===== src/rtl/flag_ofs_readback_pkg.sv =====
package flag_ofs_readback_pkg;

    typedef enum logic [1:0] {
        BW_FULL  = 2'd0,
        BW_HALF  = 2'd1,
        BW_THIRD = 2'd2
    } bus_width_e;

    typedef struct packed {
        logic       in_full;
        logic [1:0] idx;
    } slice_ptr_t;

    function automatic bus_width_e decode_width(input logic [1:0] code);
        case (code)
            2'd1:    return BW_HALF;
            2'd2:    return BW_THIRD;
            default: return BW_FULL;
        endcase
    endfunction

    function automatic logic [1:0] last_idx(input bus_width_e w);
        case (w)
            BW_HALF:  return 2'd1;
            BW_THIRD: return 2'd2;
            default:  return 2'd0;
        endcase
    endfunction

endpackage


===== src/rtl/flag_ofs_readback_width_latch.sv =====
module flag_ofs_readback_width_latch
    import flag_ofs_readback_pkg::*;
(
    input  logic       clk,
    input  logic       rst,
    input  logic [1:0] width_sel,
    output bus_width_e width_q
);
    always_ff @(posedge clk) begin
        if (rst) begin
            width_q <= decode_width(width_sel);
        end
    end
endmodule


===== src/rtl/flag_ofs_readback_slice_ptr.sv =====
module flag_ofs_readback_slice_ptr
    import flag_ofs_readback_pkg::*;
(
    input  logic       clk,
    input  logic       rst,
    input  logic       step,
    input  bus_width_e width_q,
    output slice_ptr_t ptr
);
    logic at_last;
    assign at_last = (ptr.idx == last_idx(width_q));

    always_ff @(posedge clk) begin
        if (rst) begin
            ptr <= '0;
        end else if (step) begin
            if (at_last) begin
                ptr.idx     <= 2'd0;
                ptr.in_full <= ~ptr.in_full;
            end else begin
                ptr.idx <= 2'(ptr.idx + 2'd1);
            end
        end
    end
endmodule


===== src/rtl/flag_ofs_readback_slice_mux.sv =====
module flag_ofs_readback_slice_mux
    import flag_ofs_readback_pkg::*;
#(
    parameter int OFS_W = 18
) (
    input  slice_ptr_t       ptr,
    input  bus_width_e       width_q,
    input  logic [OFS_W-1:0] empty_ofs,
    input  logic [OFS_W-1:0] full_ofs,
    output logic [OFS_W-1:0] slice_out
);
    localparam int HALF_W  = (OFS_W + 1) / 2;
    localparam int THIRD_W = (OFS_W + 2) / 3;
    localparam int HPAD_W  = 2 * HALF_W;
    localparam int TPAD_W  = 3 * THIRD_W;

    logic [OFS_W-1:0]  src;
    logic [HPAD_W-1:0] src_h;
    logic [TPAD_W-1:0] src_t;
    logic [OFS_W-1:0]  half_pc  [2];
    logic [OFS_W-1:0]  third_pc [3];

    assign src   = ptr.in_full ? full_ofs : empty_ofs;
    assign src_h = HPAD_W'(src);
    assign src_t = TPAD_W'(src);

    for (genvar g = 0; g < 2; g++) begin : g_half
        assign half_pc[g] = OFS_W'(src_h[g*HALF_W +: HALF_W]);
    end

    for (genvar g = 0; g < 3; g++) begin : g_third
        assign third_pc[g] = OFS_W'(src_t[g*THIRD_W +: THIRD_W]);
    end

    always_comb begin
        case (width_q)
            BW_HALF:  slice_out = half_pc[ptr.idx[0]];
            BW_THIRD: slice_out = (ptr.idx == 2'd3) ? '0 : third_pc[ptr.idx];
            default:  slice_out = src;
        endcase
    end
endmodule


===== src/rtl/flag_ofs_readback.sv =====
module flag_ofs_readback
    import flag_ofs_readback_pkg::*;
#(
    parameter int OFS_W = 18
) (
    input  logic             clk,
    input  logic             rst,
    input  logic             rd_en_n,
    input  logic             ld_n,
    input  logic [1:0]       width_sel,
    input  logic [OFS_W-1:0] empty_ofs,
    input  logic [OFS_W-1:0] full_ofs,
    output logic [OFS_W-1:0] rd_data
);
    bus_width_e       width_q;
    slice_ptr_t       ptr;
    logic             step;
    logic [OFS_W-1:0] slice_val;

    assign step = ~rd_en_n & ~ld_n;

    flag_ofs_readback_width_latch u_width (
        .clk       (clk),
        .rst       (rst),
        .width_sel (width_sel),
        .width_q   (width_q)
    );

    flag_ofs_readback_slice_ptr u_ptr (
        .clk     (clk),
        .rst     (rst),
        .step    (step),
        .width_q (width_q),
        .ptr     (ptr)
    );

    flag_ofs_readback_slice_mux #(.OFS_W(OFS_W)) u_mux (
        .ptr       (ptr),
        .width_q   (width_q),
        .empty_ofs (empty_ofs),
        .full_ofs  (full_ofs),
        .slice_out (slice_val)
    );

    always_ff @(posedge clk) begin
        if (rst) begin
            rd_data <= '0;
        end else if (step) begin
            rd_data <= slice_val;
        end
    end
endmodule


===== config.mk =====
export PLATFORM = sky130hd
export DESIGN_NAME = flag_ofs_readback
export DESIGN_NICKNAME = d
export VERILOG_FILES = /design/src/rtl/flag_ofs_readback_pkg.sv /design/src/rtl/flag_ofs_readback_width_latch.sv /design/src/rtl/flag_ofs_readback_slice_ptr.sv /design/src/rtl/flag_ofs_readback_slice_mux.sv /design/src/rtl/flag_ofs_readback.sv
export SDC_FILE = /design/constraint.sdc
export NUM_CORES = 1
export LEC_CHECK = 0
export BUFFER_PORTS_ARGS = -buffer_cell sky130_fd_sc_hd__buf_2
export CELL_PAD_IN_SITES_DETAIL_PLACEMENT = 0
export CELL_PAD_IN_SITES_GLOBAL_PLACEMENT = 1
export CORE_ASPECT_RATIO = 2
export CORE_UTILIZATION = 36
export CTS_CLUSTER_SIZE = 24
export DETAILED_ROUTE_END_ITERATION = 16
export PLACE_DENSITY = 0.91
export REMOVE_ABC_BUFFERS = 1
export SLEW_MARGIN = 20
export SYNTH_ARGS = -nofsm -noshare
export SYNTH_HDL_FRONTEND = slang
export SYNTH_HIERARCHICAL = 1
export SYNTH_SLANG_ARGS = --single-unit
export TNS_END_PERCENT = 100

===== constraint.sdc =====
create_clock -name clk -period 2.17 [get_ports clk]
set_input_delay 0.217 -clock clk [delete_from_list [all_inputs] [get_ports clk]]
set_output_delay 0.217 -clock clk [all_outputs]
set_load 0.05 [all_outputs]

# Word level (Yosys, flattened, before mapping)
# Cells that the tools add are included.
[op_classes] reduce_logical=1 add_sub_neg=1 eq_ne=6 div=0 n_bitwise=6 n_lt_le_gt_ge=2 mul=0 n_mux=12 shift=0
[ops] cell="two-way mux 18 bit" n=6
[ops] cell="binary-select mux 18 bit (select 2 bit)" n=1
[ops] cell="one-hot mux 18 bit (2 select lines)" n=1
[ops] cell="two-way mux 9 bit" n=1
[ops] cell="one-hot mux 2 bit (2 select lines)" n=2
[ops] cell="== test 2 bit, second input constant" n=3
[ops] cell="== test 2 x 1 -> 1 bit, second input constant" n=2
[ops] cell="greater-or-equal comparator 3 bit, second input constant" n=1
[ops] cell="NOT 1 bit" n=3
[ops] cell="NOT 2 -> 3 bit" n=1
[ops] cell="adder 2 x 1 -> 2 bit, second input constant" n=1
[ops] cell="== test 2 bit" n=1
[ops] cell="greater-or-equal comparator 2 bit, second input constant" n=1
[ops] cell="two-way mux 2 bit" n=1
[ops] cell="NOT 1 -> 2 bit" n=1
[ops] cell="AND reduction 2 bit" n=1
[ops] cell="AND 1 bit" n=1
[word_totals] out_inout_bits=18 ramBits=0 in_bits=42 n_memories=0 elab_cells=32 romBits=0 latchBits=0 reg_bits=23

# Longest topological paths before layout
# Gate-level depths: netlist of the first run.
[depth] depth_word=6 depth_mapped=9

# Hierarchy
# The synthesis of the first run kept the hierarchy.
[by_module_without_submodules] module="flag_ofs_readback" cells_each=81 n_inst=1 area_each_um2=755.7
[by_module_without_submodules] module="flag_ofs_readback_slice_mux" cells_each=90 n_inst=1 area_each_um2=648.1
[by_module_without_submodules] module="flag_ofs_readback_slice_ptr" cells_each=18 n_inst=1 area_each_um2=175.2
[by_module_without_submodules] module="flag_ofs_readback_width_latch" cells_each=4 n_inst=1 area_each_um2=75.1

# Worst setup path after synthesis of the first run
# Ideal clock, no wire load.
[synth_path] path_kind="register to register" start="register u_width.width_q[0]" end="register rd_data[2]" t_required_ns=2.103 path_buffers=1 path_stages_with_launch=10 t_arrival_ns=1.801 path_slack_ns=0.302 path_cell_list="edfxtp_1 -> inv_1 -> ha_1 -> or3b_1 -> buf_2 -> o22ai_1 -> o21ai_1 -> o21ai_0 -> or3b_1 -> a21oi_2"
[synth_via] elab_chain_len=2 elab_cells_between_ends=3 cone_classes="eq/ne (2); mux (1)"
[synth_lines] item="start, declared" line_no="flag_ofs_readback_width_latch.sv:7" source="output bus_width_e width_q"
[synth_lines] item="start signal, assigned" line_no="flag_ofs_readback_width_latch.sv:11" source="width_q <= decode_width(width_sel);"
[synth_lines] item="== test 2 bit / == test 2 x 1 -> 1 bit (equally long branches)" line_no="flag_ofs_readback_slice_mux.sv:36" source="case (width_q)"
[synth_lines] item="one-hot mux 18 bit (2 select lines) (*)" line_no="flag_ofs_readback_slice_mux.sv:36"
[synth_lines] item="named net slice_val[2]" line_no="flag_ofs_readback.sv:18" source="logic [OFS_W-1:0] slice_val;"
[synth_lines] item="end signal, assigned" line_no="flag_ofs_readback.sv:49" source="rd_data <= slice_val;"
[synth_lines] item="end, declared" line_no="flag_ofs_readback.sv:13" source="output logic [OFS_W-1:0] rd_data"
# Mark *: on every way through the listed nets, which the timed path passes. The rest lies on a longest branch.
# A chain may end at the register's enable or synchronous reset.

# Final worst setup path of the first run
[layout_path] start="register u_width.width_q[0]" end="register rd_data[3]"
# Same word-level chain as after synthesis.

==> results.tsv, run 1 <==
metric	value	unit
clock slew at reported path FFs	0.08	ns
sequential element share of the synthesized area	29.0	%
Post-Syn Area	1650	um2
reg-to-reg startpoint	u_width/width_q[0]	
Peak VDD IR	0.360	mV
core area	4380	um2
Worst-Skew Late Latency	0.26	ns
Reg2Reg Depth	8	
Nets	290	
Cell Area, Placed	1950	um2
synthesized flop and latch total	23	
count leader, synth	mux2i_1	
Via density	5.40	
power density over the cells	551	nW/um2
Hold Worst Slack	0.228	ns
vias in the first global route	1508	
Max Cap Viol	0	
RSZ-0062 raised after global routing	false	
GPL Wtd Cong	0.756	
Leak Pwr	0.774	nW
crit-path max FO	6	
required time of the critical path	2.37	ns
final std cells w/o fill	299	
Avg WL per Cell	13.9	um
share of cells above drive strength 1	29.8	%
hold-fix buffers at CTS	0	
drt drc	0	
post-synthesis async set-or-reset flop share	0	%
dpl hpwl	3170	um
FF-to-FF setup slack	0.18	ns
die width	49.9	um
Hold Path Origin	width_sel[0]	
Fmax	502	MHz
max-slew violation count	0	
initial antenna violation count	0	
CP startpoint kind	flop	
Hold Path Sink	u_width/width_q[1]	
Pre-antenna DRT Iters	4	
EDFF count, synth	2	
min Tclk post-route	1.99	ns
drt initial violations	31	
largest net degree at the start of global routing	38	
Filler cells	469	
Max clock buf depth	2	
Arr. time, crit path	2.19	ns
synth top area cells	dfxtp_1 25%, mux2i_1 18%, or3b_1 10%	
hold depth	2	
dpl cells	295	
port buffer count	59	
Yosys warning count	6	
prevailing post-synth register cell	dfxtp_1	
nature of the critical path endpoint	flop	
Final Hold Viols	0	
GR Util All Layers	17.7	%
worst min-delay path class	primary input to flop	
Worst Tran Pin Value	0.560	ns
initial core utilization	37.7	%
Boundary Pins	60	
first-pass GRT wire length	6780	um
Period Utilization, post-route	91.8	%
area leader, netlist	dfxtp_1	
postcts setup bufs	0	
Die Span Y	97.9	um
final setup vio count	0	
status	finished, final reports clean	
Slew HR	62.7	%
setup_tns	0	ns
total number of vias	1615	
CTS root buf	clkbuf_8	
most frequent cells after synthesis	30 x mux2i_1, 27 x o21ai_0, 21 x dfxtp_1	
GRT overflow	0	
Reg-to-Reg End	rd_data[3]	
H-tree levels	1	
Antenna diodes	0	
routed wire length	4150	um
Final Skew	0.00196	ns
Synth top area share	25.4	%
TritonCTS clock tree	done	
synth-to-layout area growth	21.3	%
kind of critical path	flop to flop	
Mapped Avg Cell Area	8.57	um2
row count	34	
Yosys cell types	32	
DRT antenna net count	0	
Final Cell Area	2010	um2
clock sink total	23	
TritonCTS buffer count	3	
Die Area	4890	um2
Post-Syn Instances	193	
==> cell usage in the layout, fill, tap and decap left out <==
master	netlist	layout
or3b_1	19	18
xnor2_1	1	1
nor2_1	11	11
a211oi_1	1	1
and3b_1	1	1
buf_4	0	2
o21ai_0	27	27
nand2b_4	1	1
nor4b_1	1	1
mux2i_1	30	30
o31a_1	1	1
clkinv_2	0	1
clkinvlp_4	0	1
nand3b_1	2	2
a21oi_1	19	19
buf_12	0	1
nor3b_1	1	1
dfxtp_1	21	21
o21ai_1	8	8
inv_1	4	3
nor3_1	1	1
or2b_1	1	1
and2b_2	1	1
nand2_1	4	4
mux2_4	1	1
or3b_4	0	1
clkbuf_8	0	3
o22ai_1	14	14
edfxtp_1	2	2
o22ai_2	1	1
a21oi_2	1	1
nor2b_1	3	3
ha_1	2	2
buf_2	5	59
==> stage by stage <==
stage	worst slack, ns	total power, mW	util (%)
after floorplan	0.0942	0.710	-
after global placement	0.165	0.835	44.6
after detailed placement	0.128	0.840	44.6
after CTS	0.103	1.11	45.7
after global routing	0.0376	1.17	45.8
final	0.177	1.11	45.8
==> timing repair <==
action,CTS,global route
hold endpoints to repair,0,0
setup endpoints to repair,0,5
gates resized for setup,0,2
==> logic make-up (layout without fill, tap and decap cells) <==
kind of cell | after synthesis | after routing | share of synthesized area (%)
and+or+nand+nor | 46 | 46 | 19.1
DFF | 23 | 23 | 29.0
buffers and inverters | 18 | 70 | 6.81
AOI/OAI and AO/OA | 72 | 72 | 23.9
adders and majority gates | 2 | 2 | 1.51
muxes | 31 | 31 | 19.1
xor gates and xnor gates | 1 | 1 | 0.530
==> report_power, final <==
part	internal [mW]	switching, mW
clock	0.128	0.143
combinational	0.144	0.214
sequential	0.452	0.0236
==> worst max-delay path by stage <==
| stage | from | slack, ns | endpoint |
|---|---|---|---|
| floorplan | u_ptr/ptr[2] | 0.09 | rd_data[2] |
| global placement | u_width/width_q[0] | 0.17 | rd_data[3] |
| detailed placement | u_width/width_q[0] | 0.13 | rd_data[3] |
| CTS | u_width/width_q[0] | 0.10 | rd_data[3] |
| global route | u_width/width_q[0] | 0.04 | rd_data[2] |
| finish | u_width/width_q[0] | 0.18 | rd_data[3] |
==> registers in the layout (all words and copies together), names as in the netlist <==
register	count
u_ptr/ptr	3
u_width/width_q	2
rd_data	18
==> critical path, cell delays in order (launching register included) <==
cell and delay [ns]:
edfxtp_1 0.44, inv_1 0.08, ha_1 0.17, or3b_4 0.43, o22ai_1 0.13, o21ai_1 0.10
o21ai_0 0.09, or3b_1 0.36, a21oi_1 0.12
==> per-layer routing <==
| metal | part of all wire [%] | vias up | GRT usage, % |
|---|---|---|---|
| met5 | 0 | - | 0 |
| met4 | 2.0 | 0 | 7.25 |
| met3 | 2.7 | 6 | 1.09 |
| met2 | 57 | 35 | 35.0 |
| met1 | 39 | 759 | 18.0 |
| li1 | - | 815 | - |
==> area by class of cell <==
type | count | area [um2] | area share, %
Timing Repair Buffer | 62 | 330 | 16.5
Clock buffer | 3 | 41.3 | 2.06
Inverter | 4 | 18.8 | 0.935
Tap cell | 54 | 67.6 | 3.37
Sequential cell | 23 | 480 | 23.9
Multi-Input combinational cell | 152 | 1060 | 53.0
Clock inverter | 1 | 5.00 | 0.249
Note: power is estimated with default switching activity, not from simulation.
==> run 2, diff against run 1 <==
--- a/config.mk
+++ b/config.mk
@@ -9,10 +9,11 @@
 export CELL_PAD_IN_SITES_DETAIL_PLACEMENT = 0
 export CELL_PAD_IN_SITES_GLOBAL_PLACEMENT = 1
 export CORE_ASPECT_RATIO = 2
-export CORE_UTILIZATION = 36
+export CORE_UTILIZATION = 37
+export CTS_BUF_LIST = sky130_fd_sc_hd__clkbuf_2
 export CTS_CLUSTER_SIZE = 24
 export DETAILED_ROUTE_END_ITERATION = 16
-export PLACE_DENSITY = 0.91
+export PLACE_DENSITY = 0.93
 export REMOVE_ABC_BUFFERS = 1
 export SLEW_MARGIN = 20
 export SYNTH_ARGS = -nofsm -noshare
==> run 2 against run 1 <==
Against the previous run:
- clock skew increased by 0.0082 ns
- register-to-register slack about the same
- largest power group unchanged
- critical path type unchanged
- fmax decreased by 0.21%
- wire length increased by 2.3%
- clock-buffer cell count unchanged
==> results.tsv, run 2 (synthesized netlist as in run 1, its figures left out) <==
metric	value	unit	change
met3 routed WL	108	um	was 110 um
dpl hpwl	3180	um	was 3170 um
initial antenna violation count	0		unchanged
synth-to-layout area growth	20.2	%	was 21.3%
setup_tns	0	ns	unchanged
share of cells above drive strength 1	30.1	%	was 29.8%
final setup vio count	0		unchanged
vias in the first global route	1506		was 1508
Peak VDD IR	0.310	mV	was 0.360 mV
drt drc	0		unchanged
GPL Wtd Cong	0.779		was 0.756
crit-path max FO	4		was 6
Max clock buf depth	2		unchanged
Slowest-stage cell, CP	edfxtp_1		unchanged
status	finished, final reports clean		unchanged
dpl cells	295		unchanged
power density over the cells	512	nW/um2	was 551 nW/um2
required time of the critical path	2.46	ns	was 2.37 ns
GRT overflow	0		unchanged
FF-to-FF setup slack	0.17	ns	was 0.18 ns
DR top layer	met4		unchanged
DRT antenna net count	0		unchanged
final worst slack	0.173	ns	was 0.177 ns
min Tclk post-route	2.00	ns	was 1.99 ns
Slew HR	65.7	%	was 62.7%
RSZ-0062 raised after global routing	false		unchanged
crit-path leading delay family	simple AND/OR/NAND/NOR gates		unchanged
CP peak stage delay	0.51	ns	was 0.44 ns
Die Area	4760	um2	was 4890 um2
CP startpoint	u_width/width_q[1]		was u_width/width_q[0]
largest net degree at the start of global routing	38		unchanged
row count	34		unchanged
Reg2Reg Depth	7		was 8
most frequent cells in the layout	59 x buf_2, 30 x mux2i_1, 27 x o21ai_0, 21 x dfxtp_1, 19 x a21oi_1		unchanged
Antenna diodes	0		unchanged
Arr. time, crit path	2.29	ns	was 2.19 ns
die width	49.3	um	was 49.9 um
drt initial violations	13		was 31
Boundary Pins	60		unchanged
H-tree levels	1		unchanged
TritonCTS clock tree	done		unchanged
biggest regs	rd_data x18, u_ptr/ptr x3, u_width/width_q x2		unchanged
register with the most flip-flops	rd_data		unchanged
nature of the critical path endpoint	flop		unchanged
commonest non-fill, non-tap cell in the layout	buf_2		unchanged
total number of vias	1619		was 1615
Buf/Inv on CP	0		was 1
kind of critical path	flop to flop		unchanged
Crit path depth	7		was 8
wire length on met1	1540	um	was 1610 um
Avg WL per Cell	14.2	um	was 13.9 um
Max Cap Viol	0		unchanged
final core utilization	46.3	%	was 45.8%
initial core utilization	38.5	%	was 37.7%
Die Span Y	96.6	um	was 97.9 um
Setup WS pre-CTS	0.128	ns	about the same
Worst Setup EP	rd_data[6]		was rd_data[3]
hold depth	2		unchanged
Final Skew	0.0102	ns	was 0.00196 ns
Worst Tran Pin Value	0.515	ns	was 0.560 ns
TritonCTS buffer count	3		unchanged
Detail Route met2 WL	2510	um	was 2350 um
max reg flops	18		unchanged
CTS root buf	clkbuf_2		was clkbuf_8
Fmax	501	MHz	was 502 MHz
worst-path cell chain	ha_1, or2b_1, o22ai_1, nand2_1, o21ai_0, or3b_1, a21oi_1		was inv_1, ha_1, or3b_4, o22ai_1, o21ai_1, o21ai_0, or3b_1, a21oi_1
CP startpoint kind	flop		unchanged
GR Util All Layers	18.3	%	was 17.7%
first-pass GRT wire length	6730	um	was 6780 um
max-slew violation count	0		unchanged
core area	4300	um2	was 4380 um2
Worst-Skew Late Latency	0.35	ns	was 0.26 ns
Via density	5.40		about the same
routed wire length	4250	um	was 4150 um
clock slew at reported path FFs	0.22	ns	was 0.08 ns
worst min-delay path class	primary input to flop		unchanged
Final Hold Viols	0		unchanged
Nets	291		was 290
port buffer count	59		unchanged
reg-to-reg startpoint	u_width/width_q[1]		was u_width/width_q[0]
Pre-antenna DRT Iters	4		unchanged
Reg-to-Reg End	rd_data[6]		was rd_data[3]
Period Utilization, post-route	92.0	%	was 91.8%
clock sink total	23		unchanged
Leak Pwr	0.770	nW	was 0.774 nW
final std cells w/o fill	300		was 299
[run 2: changes by cell type in the layout (fill, tap and decap cells not counted)]
cell / previous run / this run
clkbuf_8: 3 / 0
buf_4: 2 / 3
clkbuf_2: 0 / 3
[run 2: where the power goes]
part	switching (mW)	internal [mW]
clock network	0.138	0.0418
logic	0.220	0.146
registers	0.0191	0.453
total	0.377	0.641
[run 2: area by class of cell]
type	instances	area, um2
clock buffers	3	15.0
clock inverters	1	5.00
fillers	481	2310
inverters	4	18.8
multi-input cells	152	1060
flip-flops and latches	23	480
well taps	54	67.6
repair buffers	63	338
[run 2: timing repair]
action | CTS | global route
resized for setup | 0 | 2
hold buffers | 0 | 0
setup buffers | 0 | 1
setup endpoints to repair | 0 | 6
[run 2: worst min path at each step]
stage,slack (ns),to,from
2_1_floorplan,0.28,rd_data[2],rst
3_3_place_gp,0.46,rd_data[10],rd_data[10]
3_5_place_dp,0.47,rd_data[4],rd_data[4]
4_1_cts,0.12,u_width/width_q[1],width_sel[0]
5_1_grt,0.12,u_width/width_q[1],width_sel[0]
6_report,0.12,u_width/width_q[1],width_sel[0]
[run 2: through the flow]
stage	total power [mW]	hold slack [ns]	instance area (um2)
4_1_cts	1.02	0.116	1970
5_1_grt	1.08	0.118	1990
6_report	1.02	0.121	1990
3_5_place_dp	0.839	0.465	1950
2_1_floorplan	0.710	0.279	1560
3_3_place_gp	0.834	0.458	1950
[run 2: routing by layer]
layer,vias to the layer above,GRT usage (%)
met4,0,8.33
li1,823,-
met3,7,0.626
met1,754,18.3
met2,35,37.4
met5,-,0
